[src/rtl/ni_pkg.sv]
package ni_pkg;
    localparam int CRC_W = 8;
    localparam logic [CRC_W-1:0] CRC_POLY = 8'h07;

    typedef enum logic [1:0] {
        TX_IDLE = 2'd0,
        TX_SEND = 2'd1,
        TX_WAIT = 2'd2
    } tx_state_t;

    typedef enum logic {
        RX_IDLE    = 1'b0,
        RX_DELIVER = 1'b1
    } rx_state_t;
endpackage

[src/rtl/crc8_unit.sv]
module crc8_unit
    import ni_pkg::*;
#(
    parameter int MSG_W = 22
) (
    input  logic [MSG_W-1:0] msg,
    output logic [CRC_W-1:0] crc
);
    always_comb begin
        logic [CRC_W-1:0] acc;
        logic             fb;
        acc = '0;
        for (int i = MSG_W - 1; i >= 0; i--) begin
            fb  = acc[CRC_W-1] ^ msg[i];
            acc = {acc[CRC_W-2:0], 1'b0};
            if (fb) acc = acc ^ CRC_POLY;
        end
        crc = acc;
    end
endmodule

[src/rtl/retx_sender.sv]
module retx_sender
    import ni_pkg::*;
#(
    parameter int DEST_W  = 4,
    parameter int SEQ_W   = 3,
    parameter int DATA_W  = 16,
    parameter int TIMEOUT = 256,
    localparam int MSG_W  = DEST_W + SEQ_W + DATA_W,
    localparam int PKT_W  = MSG_W + CRC_W
) (
    input  logic              clk,
    input  logic              rst_n,
    input  logic              core_tx_valid,
    output logic              core_tx_ready,
    input  logic [DEST_W-1:0] core_tx_dest,
    input  logic [DATA_W-1:0] core_tx_data,
    output logic              net_tx_valid,
    input  logic              net_tx_ready,
    output logic [PKT_W-1:0]  net_tx_pkt,
    input  logic              ack_in_valid,
    input  logic              ack_in_nack,
    input  logic [SEQ_W-1:0]  ack_in_seq
);
    localparam int TMR_W = $clog2(TIMEOUT + 1);
    localparam logic [TMR_W-1:0] TMR_LAST = TMR_W'(TIMEOUT - 1);

    tx_state_t          st, st_nx;
    logic [SEQ_W-1:0]   seq_q;
    logic [MSG_W-1:0]   msg_q;
    logic [CRC_W-1:0]   crc_q;
    logic [CRC_W-1:0]   crc_new;
    logic [TMR_W-1:0]   tmr_q;

    logic take_core, sent, resp_hit, expire;

    crc8_unit #(.MSG_W(MSG_W)) u_crc (
        .msg ({core_tx_dest, seq_q, core_tx_data}),
        .crc (crc_new)
    );

    assign take_core = (st == TX_IDLE) && core_tx_valid;
    assign sent      = (st == TX_SEND) && net_tx_ready;
    assign resp_hit  = (st == TX_WAIT) && ack_in_valid && (ack_in_seq == seq_q);
    assign expire    = (st == TX_WAIT) && (tmr_q == TMR_LAST);

    always_comb begin
        st_nx = st;
        unique case (st)
            TX_IDLE: if (take_core) st_nx = TX_SEND;
            TX_SEND: if (sent)      st_nx = TX_WAIT;
            TX_WAIT: begin
                if (resp_hit)    st_nx = ack_in_nack ? TX_SEND : TX_IDLE;
                else if (expire) st_nx = TX_SEND;
            end
            default: st_nx = TX_IDLE;
        endcase
    end

    always_ff @(posedge clk) begin
        if (!rst_n) st <= TX_IDLE;
        else        st <= st_nx;
    end

    always_ff @(posedge clk) begin
        if (!rst_n) begin
            seq_q <= '0;
            msg_q <= '0;
            crc_q <= '0;
            tmr_q <= '0;
        end else begin
            if (take_core) begin
                msg_q <= {core_tx_dest, seq_q, core_tx_data};
                crc_q <= crc_new;
            end
            if (resp_hit && !ack_in_nack) seq_q <= seq_q + 1'b1;
            if (sent)                     tmr_q <= '0;
            else if (st == TX_WAIT)       tmr_q <= tmr_q + 1'b1;
        end
    end

    always_comb begin
        core_tx_ready = (st == TX_IDLE);
        net_tx_valid  = (st == TX_SEND);
        net_tx_pkt    = {msg_q, crc_q};
    end

    assert_offer_after_take_R3: assert property (@(posedge clk) disable iff (!rst_n)
        core_tx_valid && core_tx_ready |=> net_tx_valid && !core_tx_ready);
    assert_hold_offer_R3: assert property (@(posedge clk) disable iff (!rst_n)
        net_tx_valid && !net_tx_ready |=> net_tx_valid && $stable(net_tx_pkt));
    assert_ack_frees_R4: assert property (@(posedge clk) disable iff (!rst_n)
        resp_hit && !ack_in_nack |=> core_tx_ready && !net_tx_valid);
    assert_nack_resends_R5: assert property (@(posedge clk) disable iff (!rst_n)
        resp_hit && ack_in_nack |=> net_tx_valid && $stable(net_tx_pkt));
    assert_timer_bound_R6: assert property (@(posedge clk) disable iff (!rst_n)
        (st == TX_WAIT) |-> (tmr_q < TMR_W'(TIMEOUT)));
endmodule

[src/rtl/retx_receiver.sv]
module retx_receiver
    import ni_pkg::*;
#(
    parameter int DEST_W = 4,
    parameter int SEQ_W  = 3,
    parameter int DATA_W = 16,
    localparam int MSG_W = DEST_W + SEQ_W + DATA_W,
    localparam int PKT_W = MSG_W + CRC_W
) (
    input  logic              clk,
    input  logic              rst_n,
    input  logic              net_rx_valid,
    output logic              net_rx_ready,
    input  logic [PKT_W-1:0]  net_rx_pkt,
    output logic              core_rx_valid,
    input  logic              core_rx_ready,
    output logic [DEST_W-1:0] core_rx_dest,
    output logic [DATA_W-1:0] core_rx_data,
    output logic              ack_out_valid,
    output logic              ack_out_nack,
    output logic [SEQ_W-1:0]  ack_out_seq
);
    rx_state_t          st, st_nx;
    logic [SEQ_W-1:0]   exp_q;
    logic [DEST_W-1:0]  dest_q;
    logic [DATA_W-1:0]  data_q;
    logic               ackv_q, nack_q;
    logic [SEQ_W-1:0]   aseq_q;
    logic [CRC_W-1:0]   crc_calc;

    logic [DEST_W-1:0]  f_dest;
    logic [SEQ_W-1:0]   f_seq;
    logic [DATA_W-1:0]  f_data;
    logic [CRC_W-1:0]   f_crc;
    logic take, crc_ok, fresh;

    assign {f_dest, f_seq, f_data, f_crc} = net_rx_pkt;

    crc8_unit #(.MSG_W(MSG_W)) u_chk (
        .msg (net_rx_pkt[PKT_W-1:CRC_W]),
        .crc (crc_calc)
    );

    assign take   = (st == RX_IDLE) && net_rx_valid;
    assign crc_ok = (crc_calc == f_crc);
    assign fresh  = take && crc_ok && (f_seq == exp_q);

    always_comb begin
        st_nx = st;
        unique case (st)
            RX_IDLE:    if (fresh)         st_nx = RX_DELIVER;
            RX_DELIVER: if (core_rx_ready) st_nx = RX_IDLE;
            default:                       st_nx = RX_IDLE;
        endcase
    end

    always_ff @(posedge clk) begin
        if (!rst_n) st <= RX_IDLE;
        else        st <= st_nx;
    end

    always_ff @(posedge clk) begin
        if (!rst_n) begin
            exp_q  <= '0;
            dest_q <= '0;
            data_q <= '0;
            ackv_q <= 1'b0;
            nack_q <= 1'b0;
            aseq_q <= '0;
        end else begin
            ackv_q <= take;
            if (take) begin
                nack_q <= !crc_ok;
                aseq_q <= f_seq;
            end
            if (fresh) begin
                exp_q  <= exp_q + 1'b1;
                dest_q <= f_dest;
                data_q <= f_data;
            end
        end
    end

    always_comb begin
        net_rx_ready  = (st == RX_IDLE);
        core_rx_valid = (st == RX_DELIVER);
        core_rx_dest  = dest_q;
        core_rx_data  = data_q;
        ack_out_valid = ackv_q;
        ack_out_nack  = nack_q;
        ack_out_seq   = aseq_q;
    end

    assert_bad_crc_nacked_R7: assert property (@(posedge clk) disable iff (!rst_n)
        take && !crc_ok |=> ack_out_valid && ack_out_nack && !core_rx_valid);
    assert_fresh_delivered_R8: assert property (@(posedge clk) disable iff (!rst_n)
        fresh |=> ack_out_valid && !ack_out_nack && core_rx_valid && !net_rx_ready);
    assert_deliver_hold_R8: assert property (@(posedge clk) disable iff (!rst_n)
        core_rx_valid && !core_rx_ready |=> core_rx_valid && $stable(core_rx_data)
                                            && $stable(core_rx_dest));
    assert_dup_dropped_R9: assert property (@(posedge clk) disable iff (!rst_n)
        take && crc_ok && (f_seq != exp_q) |=> ack_out_valid && !ack_out_nack
                                               && !core_rx_valid && $stable(exp_q));
endmodule

[src/rtl/e2e_retx_ni.sv]
module e2e_retx_ni
    import ni_pkg::*;
#(
    parameter int DEST_W  = 4,
    parameter int SEQ_W   = 3,
    parameter int DATA_W  = 16,
    parameter int TIMEOUT = 256,
    localparam int PKT_W  = DEST_W + SEQ_W + DATA_W + CRC_W
) (
    input  logic              clk,
    input  logic              rst_n,
    input  logic              core_tx_valid,
    output logic              core_tx_ready,
    input  logic [DEST_W-1:0] core_tx_dest,
    input  logic [DATA_W-1:0] core_tx_data,
    output logic              net_tx_valid,
    input  logic              net_tx_ready,
    output logic [PKT_W-1:0]  net_tx_pkt,
    input  logic              ack_in_valid,
    input  logic              ack_in_nack,
    input  logic [SEQ_W-1:0]  ack_in_seq,
    input  logic              net_rx_valid,
    output logic              net_rx_ready,
    input  logic [PKT_W-1:0]  net_rx_pkt,
    output logic              core_rx_valid,
    input  logic              core_rx_ready,
    output logic [DEST_W-1:0] core_rx_dest,
    output logic [DATA_W-1:0] core_rx_data,
    output logic              ack_out_valid,
    output logic              ack_out_nack,
    output logic [SEQ_W-1:0]  ack_out_seq
);
    retx_sender #(
        .DEST_W(DEST_W), .SEQ_W(SEQ_W), .DATA_W(DATA_W), .TIMEOUT(TIMEOUT)
    ) u_tx (
        .clk           (clk),
        .rst_n         (rst_n),
        .core_tx_valid (core_tx_valid),
        .core_tx_ready (core_tx_ready),
        .core_tx_dest  (core_tx_dest),
        .core_tx_data  (core_tx_data),
        .net_tx_valid  (net_tx_valid),
        .net_tx_ready  (net_tx_ready),
        .net_tx_pkt    (net_tx_pkt),
        .ack_in_valid  (ack_in_valid),
        .ack_in_nack   (ack_in_nack),
        .ack_in_seq    (ack_in_seq)
    );

    retx_receiver #(
        .DEST_W(DEST_W), .SEQ_W(SEQ_W), .DATA_W(DATA_W)
    ) u_rx (
        .clk           (clk),
        .rst_n         (rst_n),
        .net_rx_valid  (net_rx_valid),
        .net_rx_ready  (net_rx_ready),
        .net_rx_pkt    (net_rx_pkt),
        .core_rx_valid (core_rx_valid),
        .core_rx_ready (core_rx_ready),
        .core_rx_dest  (core_rx_dest),
        .core_rx_data  (core_rx_data),
        .ack_out_valid (ack_out_valid),
        .ack_out_nack  (ack_out_nack),
        .ack_out_seq   (ack_out_seq)
    );
endmodule

[config.mk]
export PLATFORM = sky130hd
export DESIGN_NAME = e2e_retx_ni
export DESIGN_NICKNAME = d
export VERILOG_FILES = /design/src/rtl/ni_pkg.sv /design/src/rtl/crc8_unit.sv /design/src/rtl/retx_sender.sv /design/src/rtl/retx_receiver.sv /design/src/rtl/e2e_retx_ni.sv
export SDC_FILE = /design/constraint.sdc
export NUM_CORES = 1
export LEC_CHECK = 0
export BUFFER_PORTS_ARGS = -buffer_cell sky130_fd_sc_hd__buf_2
export CORE_ASPECT_RATIO = 0.75
export CORE_MARGIN = 2
export CORE_UTILIZATION = 40
export CTS_BUF_LIST = sky130_fd_sc_hd__clkbuf_16
export DETAILED_ROUTE_END_ITERATION = 7
export MAX_ROUTING_LAYER = met4
export PLACE_DENSITY = 0.67
export REMOVE_ABC_BUFFERS = 1
export SLEW_MARGIN = 20
export SYNTH_ARGS = -nofsm -noshare
export SYNTH_HDL_FRONTEND = slang
export SYNTH_SLANG_ARGS = --single-unit
[constraint.sdc]
create_clock -name clk -period 7.61 [get_ports clk]
set_input_delay 0.3805 -clock clk [delete_from_list [all_inputs] [get_ports clk]]
set_output_delay 0.3805 -clock clk [all_outputs]
set_load 0.005 [all_outputs]
# [Word-level counts from Yosys, hierarchy flattened]
# Cells that the tools add are included.
[totals] register_bits=74 inputBits=62 out_inout_bits=60 word_cells=183
[op_classes] n_addsub=3 n_eq_ne=9 muxes=55 bitwise_logic=90 n_reduce_logical=14
[ops] op="$mux 3" n=46
[ops] op="$not 3->3" n=44
[ops] op="$xor 1x1->1" n=34
[ops] op="$xor 1x1->1 const A" n=10
[ops] op="$add 9x1->9 const B" n=1
[ops] op="$eq 9x8->1 const B" n=1
[ops] op="$logic_and 1x1->1" n=9
[ops] op="$eq 8x8->1" n=1
[ops] op="$mux 2" n=4
[ops] op="$add 3x1->3 const B" n=2
[ops] op="$eq 3x3->1" n=2
[ops] op="$pmux 2 s3" n=1
[ops] op="$ne 2x1->1 const B" n=2
[ops] op="$mux 1" n=3
[ops] op="$ne 3x1->1 const B" n=1
[ops] op="$reduce_and 3->1" n=1
[ops] op="$eq 2x1->1 const B" n=1
[ops] op="$eq 2x2->1 const B" n=1
[ops] op="$logic_not 1->1" n=2
[ops] op="$logic_not 2->1" n=1
[ops] op="$not 1->1" n=2
[ops] op="$pmux 1 s2" n=1
[ops] op="$reduce_or 2->1" n=1

# [Logic depth before layout (Yosys ltp)]
[depth] word_depth=50 ltp_mapped=9 ltp_nobuf=8

# [Hierarchy]
# A second synthesis with hierarchy kept.
[unflattened] cells_unflattened=441 hier_area_um2=4274.1
[by_module_without_submodules] mod="retx_sender" n_inst=1 cells_per_inst=209 area_each_um2=1828.0 seq_area_each_um2=900.9
[by_module_without_submodules] mod="retx_receiver" n_inst=1 cells_per_inst=140 area_each_um2=1290.0 seq_area_each_um2=580.6
[by_module_without_submodules] mod="crc8_unit" n_inst=2 cells_per_inst=46 area_each_um2=578.1 seq_area_each_um2=0.0

# [Worst setup path after synthesis]
# OpenSTA, ideal clock, no wires.
[synth_timing] kind="input to register" start="input net_rx_pkt[25]" end="register u_rx.data_q[3], in the netlist u_rx.core_rx_data[3]" setup_ns=0.072 t_arrival_ns=2.631 required_time_ns=7.538 path_slack_ns=4.908 stages=9 n_path_buf=2 cell_sequence="buf_2 > xor2_1 > xnor3_2 > xnor3_1 > nor4_1 > a21oi_1 > a211oi_4 > buf_6 > mux2i_1"
[synth_between] elab_chain_len=19 elab_cells_between_ends=38 classes_between="eq/ne: 2; mux: 14; bitwise: 20; reduce/logical: 2"
[synth_rtl] item="from (decl)" line="e2e_retx_ni.sv:24" text="input logic [PKT_W-1:0] net_rx_pkt,"
[synth_rtl] item="$xor 1x1->1" line="crc8_unit.sv:14" text="fb = acc[CRC_W-1] ^ msg[i];"
[synth_rtl] item="$mux 3" line="crc8_unit.sv:16" text="if (fb) acc = acc ^ CRC_POLY;"
[synth_rtl] item="$not 3->3 (no source line)"
[synth_rtl] item="$mux 3" line="crc8_unit.sv:16"
[synth_rtl] item="$not 3->3 (no source line) or $xor 1x1->1 (tied branches)"
[synth_rtl] item="$mux 3" line="crc8_unit.sv:16"
[synth_rtl] item="$xor 1x1->1 or $not 3->3 (tied branches)"
[synth_rtl] item="$mux 3" line="crc8_unit.sv:16"
[synth_rtl] item="[3 not listed]"
[synth_rtl] item="$mux 3" line="crc8_unit.sv:16"
[synth_rtl] item="$xor 1x1->1 or $not 3->3 (tied branches)"
[synth_rtl] item="$mux 3" line="crc8_unit.sv:16"
[synth_rtl] item="$not 3->3 (no source line)"
[synth_rtl] item="$mux 3" line="crc8_unit.sv:16"
[synth_rtl] item="$eq 8x8->1" line="retx_receiver.sv:45" text="assign crc_ok = (crc_calc == f_crc);"
[synth_rtl] item="$logic_and 1x1->1" line="retx_receiver.sv:46" text="assign fresh = take && crc_ok && (f_seq == exp_q);"
[synth_rtl] item="$logic_and 1x1->1 (*)" line="retx_receiver.sv:46"
[synth_rtl] item="to (signal assigned)" line="retx_receiver.sv:79" text="data_q <= f_data;"
[synth_rtl] item="to (decl)" line="retx_receiver.sv:26" text="logic [DATA_W-1:0] data_q;"
# Mark *: on every way between the ends. The rest lies on a longest branch, timed or not.
# A chain may end at the register's enable or synchronous reset.

# [Worst setup path after layout]
[layout_timing] start="input net_rx_pkt[29]" end="register u_rx.data_q[1], in the netlist u_rx.core_rx_data[1]"
[layout_between] elab_chain_len=21 elab_cells_between_ends=49 classes_between="eq/ne: 1; mux: 18; bitwise: 28; reduce/logical: 2"
[layout_rtl] item="$xor 1x1->1 (*)" line="crc8_unit.sv:14"
[layout_rtl] item="$mux 3 (*)" line="crc8_unit.sv:16"
[layout_rtl] item="$not 3->3 (no source line)"
[layout_rtl] item="$mux 3" line="crc8_unit.sv:16"
[layout_rtl] item="$not 3->3 (no source line)"
[layout_rtl] item="$mux 3" line="crc8_unit.sv:16"
[layout_rtl] item="$xor 1x1->1" line="crc8_unit.sv:14"
[layout_rtl] item="$mux 3" line="crc8_unit.sv:16"
[layout_rtl] item="[4 not listed]"
[layout_rtl] item="$xor 1x1->1" line="crc8_unit.sv:14"
[layout_rtl] item="$mux 3" line="crc8_unit.sv:16"
[layout_rtl] item="$not 3->3 (no source line)"
[layout_rtl] item="$mux 3" line="crc8_unit.sv:16"
[layout_rtl] item="$not 3->3 (no source line)"
[layout_rtl] item="$mux 3" line="crc8_unit.sv:16"
[layout_rtl] item="$eq 8x8->1 (*)" line="retx_receiver.sv:45"
[layout_rtl] item="$logic_and 1x1->1 (*) (2 in a row)" line="retx_receiver.sv:46"
# Marked as above.

==> flow_summary_export.csv <==
group,metric,value,unit
cts,cts-root-buf,"clkbuf_16",
grt,grt_pass1_vias,3183,
routing,num_vias,3284,
grt,grt_antenna_before_repair,0,
timing,max_freq,320.9,MHz
critical_path,crit_buf_inv,2,
cts,cts_resized,0,
routing,drtIter0Drc,117,
placed_design,dp.cells,682,
cells_and_area,mostFrequentLayoutCell,"buf_2",
timing,fin_crit_sh,40.94,%
power_and_ir_drop,peakVddDrop,0.00009283,V
die,die_w,122.5,um
power_and_ir_drop,power_frac_clock,37.6,%
power_and_ir_drop,combPwrFrac,27.4,%
routing,vias_per_cell,4.712,
die,dieArea,0.01137,mm2
die,start_util,41.06,%
cts,clock_latency,0.34,ns
logic_synthesis,synth_cells,446,
timing,worst-slew-pin-transition,0.9069,ns
critical_path,critPathSlowestCell,"a211oi_4",
cts,cts_buffer_depth,2,
cts,clk_pin_slew_worst_paths,0.06,ns
routing,firstDrtPassIters,4,
timing,slew-limit-headroom,39.39,%
logic_synthesis,postSynthAreaPerCell,9.437,um2
cells_and_area,area_growth,23.75,%
flow_run,maxCapViolations,0,
timing,setup_tns,0,ns
die,std_cell_rows,32,
cells_and_area,layout_common_cells,"buf_2, nand2_1, dfxtp_1",
power_and_ir_drop,p_per_area,227.7,mW/mm2
placed_design,gp_congestion,0.8452,
die,coreArea,0.01025,mm2
logic_synthesis,yosysWarnings,0,
cells_and_area,finalInstanceArea,0.005209,mm2
critical_path,path_class,"in2reg",
hold_path,min_path_type,"in2reg",
cells_and_area,final_cell_count_no_fill,697,
cells_and_area,num_antenna_cells,0,
cells_and_area,drive_gt1_share,26.38,%
timing,skew,0.01057,ns
power_and_ir_drop,seq_power_share,35.1,%
power_and_ir_drop,p_int,852.9,uW
critical_path,end_kind,"flip-flop",
grt,overflow,0,
critical_path,cp_max_fo,13,
status,status,"complete, no violations",
logic_synthesis,synth_area,0.004209,mm2
timing,period_minus_slack,3.116,ns
critical_path,slowest_delay,0.68,ns
cts,h-tree-depth,3,
placed_design,post_dp_cell_area,0.004901,mm2
cts,cts_buffers,9,
logic_synthesis,seq_area_frac_synth,35.20,%
placed_design,portBuffers,121,
die,ioPinCount,122,
routing,wl_per_cell,13.85,um
timing,hold_ws,0.3108,ns
critical_path,critPathRequiredTime,7.87,ns
grt,grt_max_degree,90,
routing,ant_nets,0,
power_and_ir_drop,p_switching,333.3,uW
logic_synthesis,netlist-cell-type-count,39,
cts,clock-sinks,74,
placed_design,dp_hpwl,7241,um
critical_path,crit_path_start_kind,"input pin",
timing,final_max_slew_viol_count,0,
grt,track_usage,17.90,%
power_and_ir_drop,leakage,0.002375,uW
grt,grt_pass1_wl,15440,um
power_and_ir_drop,p_total,1186,uW
routing,wirelength,9651,um
cells_and_area,final_net_count,623,
cts,hold_buffers,0,
timing,finalSetupViolCount,0,
power_and_ir_drop,switching_share,28.10,%
critical_path,worstPathArrival,3.37,ns
timing,rsz0062_at_grt,"false",
critical_path,critPathTopFamily,"XOR/XNOR gates",
die,fp.dieH,92.84,um
routing,drc,0,
cts,cts_tree,"done",
cts,post-cts-setup-buffers,0,
logic_synthesis,ys_ff_latch,74,
timing,hold_viol,0,
critical_path,cp_cell_sequence,"buf_2, xnor2_1, xnor3_2, xnor3_1, nor4_1, a21oi_1, a211oi_4, buf_4, mux2i_1",
flip-flops by register name, indices dropped and copies added (netlist names), 2 cells and up:
register and cells:
u_rx.core_rx_data 16, u_tx.seq_q 3, u_tx.msg_q 23, u_rx.ack_out_seq 3
u_rx.exp_q 3, u_tx.crc_q 8, u_tx.tmr_q 9, u_tx.st 2
u_rx.core_rx_dest 4
logic make-up after synthesis:
group | synth area share [%]
multiplexers | 6.659
AO/OA/AOI/OAI | 8.383
flip-flops | 35.20
buffers and inverters | 2.794
adder cells (fa/ha/maj) | 1.189
XOR/XNOR | 29.37
AND/OR/NAND/NOR | 16.41
worst paths after layout:
kind | start | endpoint | slack (ns) | cells past startpoint
hold reg to reg | u_tx.crc_q[2] | u_tx.crc_q[2] | 0.45 | 2
hold / removal | core_tx_data[1] | u_tx.msg_q[1] | 0.31 | 3
setup / recovery | net_rx_pkt[29] | u_rx.core_rx_data[1] | 4.49 | 9
setup reg to reg | u_rx.core_rx_valid | u_rx.core_rx_data[1] | 5.19 | 5
area by class of cell:
cell class / instances / area (um2)
fill: 991 / 5041
multi-input combinational: 345 / 2610
sequential: 74 / 1481
timing repair buffer: 124 / 628.1
clock buffer: 9 / 225.2
tap: 136 / 170.2
clock inverter: 6 / 82.58
inverter: 3 / 11.26
power groups by stage:
| stage | Sequential, uW | Clock (uW) | Combinational [uW] |
|---|---|---|---|
| after floorplan | 425 | 0 | 231 |
| after global placement | 425 | 0 | 319 |
| after detailed placement | 424 | 0 | 324 |
| after CTS | 416 | 457 | 327 |
| after global routing | 418 | 473 | 356 |
| final | 416 | 446 | 325 |
per-layer routing:
layer	part of all wire, %	GRT usage [%]	wire length [um]	vias to the layer above
met1	50	24.49	4864	1517
met3	4.5	4.433	430	11
met2	44	26.20	4235	77
li1	-	-	-	1679
met5	0	-	0	-
met4	1.3	5.172	121	0
tightest hold or removal path, delay by kind of cell:
family,cells,cell delay [ns]
buf+inv,1,0.11
compound gates,1,0.06
simple gates,1,0.05
cells in the mapped netlist:
library cell | n | area share (%)
a21boi_0 | 24 | 4.3
o21a_1 | 1 | 0.18
nor3_1 | 3 | 0.36
a211oi_4 | 1 | 0.48
buf_6 | 2 | 0.54
inv_1 | 3 | 0.27
xnor2_2 | 3 | 1.2
and3_1 | 4 | 0.59
xnor3_1 | 13 | 7.0
o21ai_0 | 3 | 0.36
mux2i_1 | 28 | 6.7
dfxtp_1 | 74 | 35
a211oi_1 | 4 | 0.71
xor2_2 | 1 | 0.39
buf_1 | 2 | 0.18
and2_1 | 4 | 0.59
clkbuf_1 | 19 | 1.7
xor2_1 | 30 | 6.2
or3_1 | 2 | 0.30
nand2_1 | 107 | 9.5
xnor3_2 | 3 | 1.7
nor4_1 | 1 | 0.15
a21boi_1 | 1 | 0.18
o211a_1 | 5 | 1.2
nor2b_1 | 7 | 1.0
o21ai_1 | 1 | 0.12
o2111ai_1 | 1 | 0.21
nor2_1 | 18 | 1.6
nand2b_1 | 2 | 0.30
xnor2_1 | 54 | 11
nand4_1 | 5 | 0.74
ha_1 | 4 | 1.2
nor3_2 | 1 | 0.24
nor3b_1 | 4 | 0.71
a21oi_1 | 4 | 0.48
nand3_1 | 2 | 0.24
buf_2 | 1 | 0.12
a41oi_1 | 1 | 0.21
xor3_1 | 3 | 1.7
metrics by stage:
step | util [%] | setup slack (ns)
2_1_floorplan | - | 4.559
3_3_place_gp | 47.81 | 4.229
3_5_place_dp | 47.81 | 4.139
4_1_cts | 50.82 | 4.508
5_1_grt | 50.82 | 4.319
6_report | 50.82 | 4.494
(Power assumes the default switching activity.)
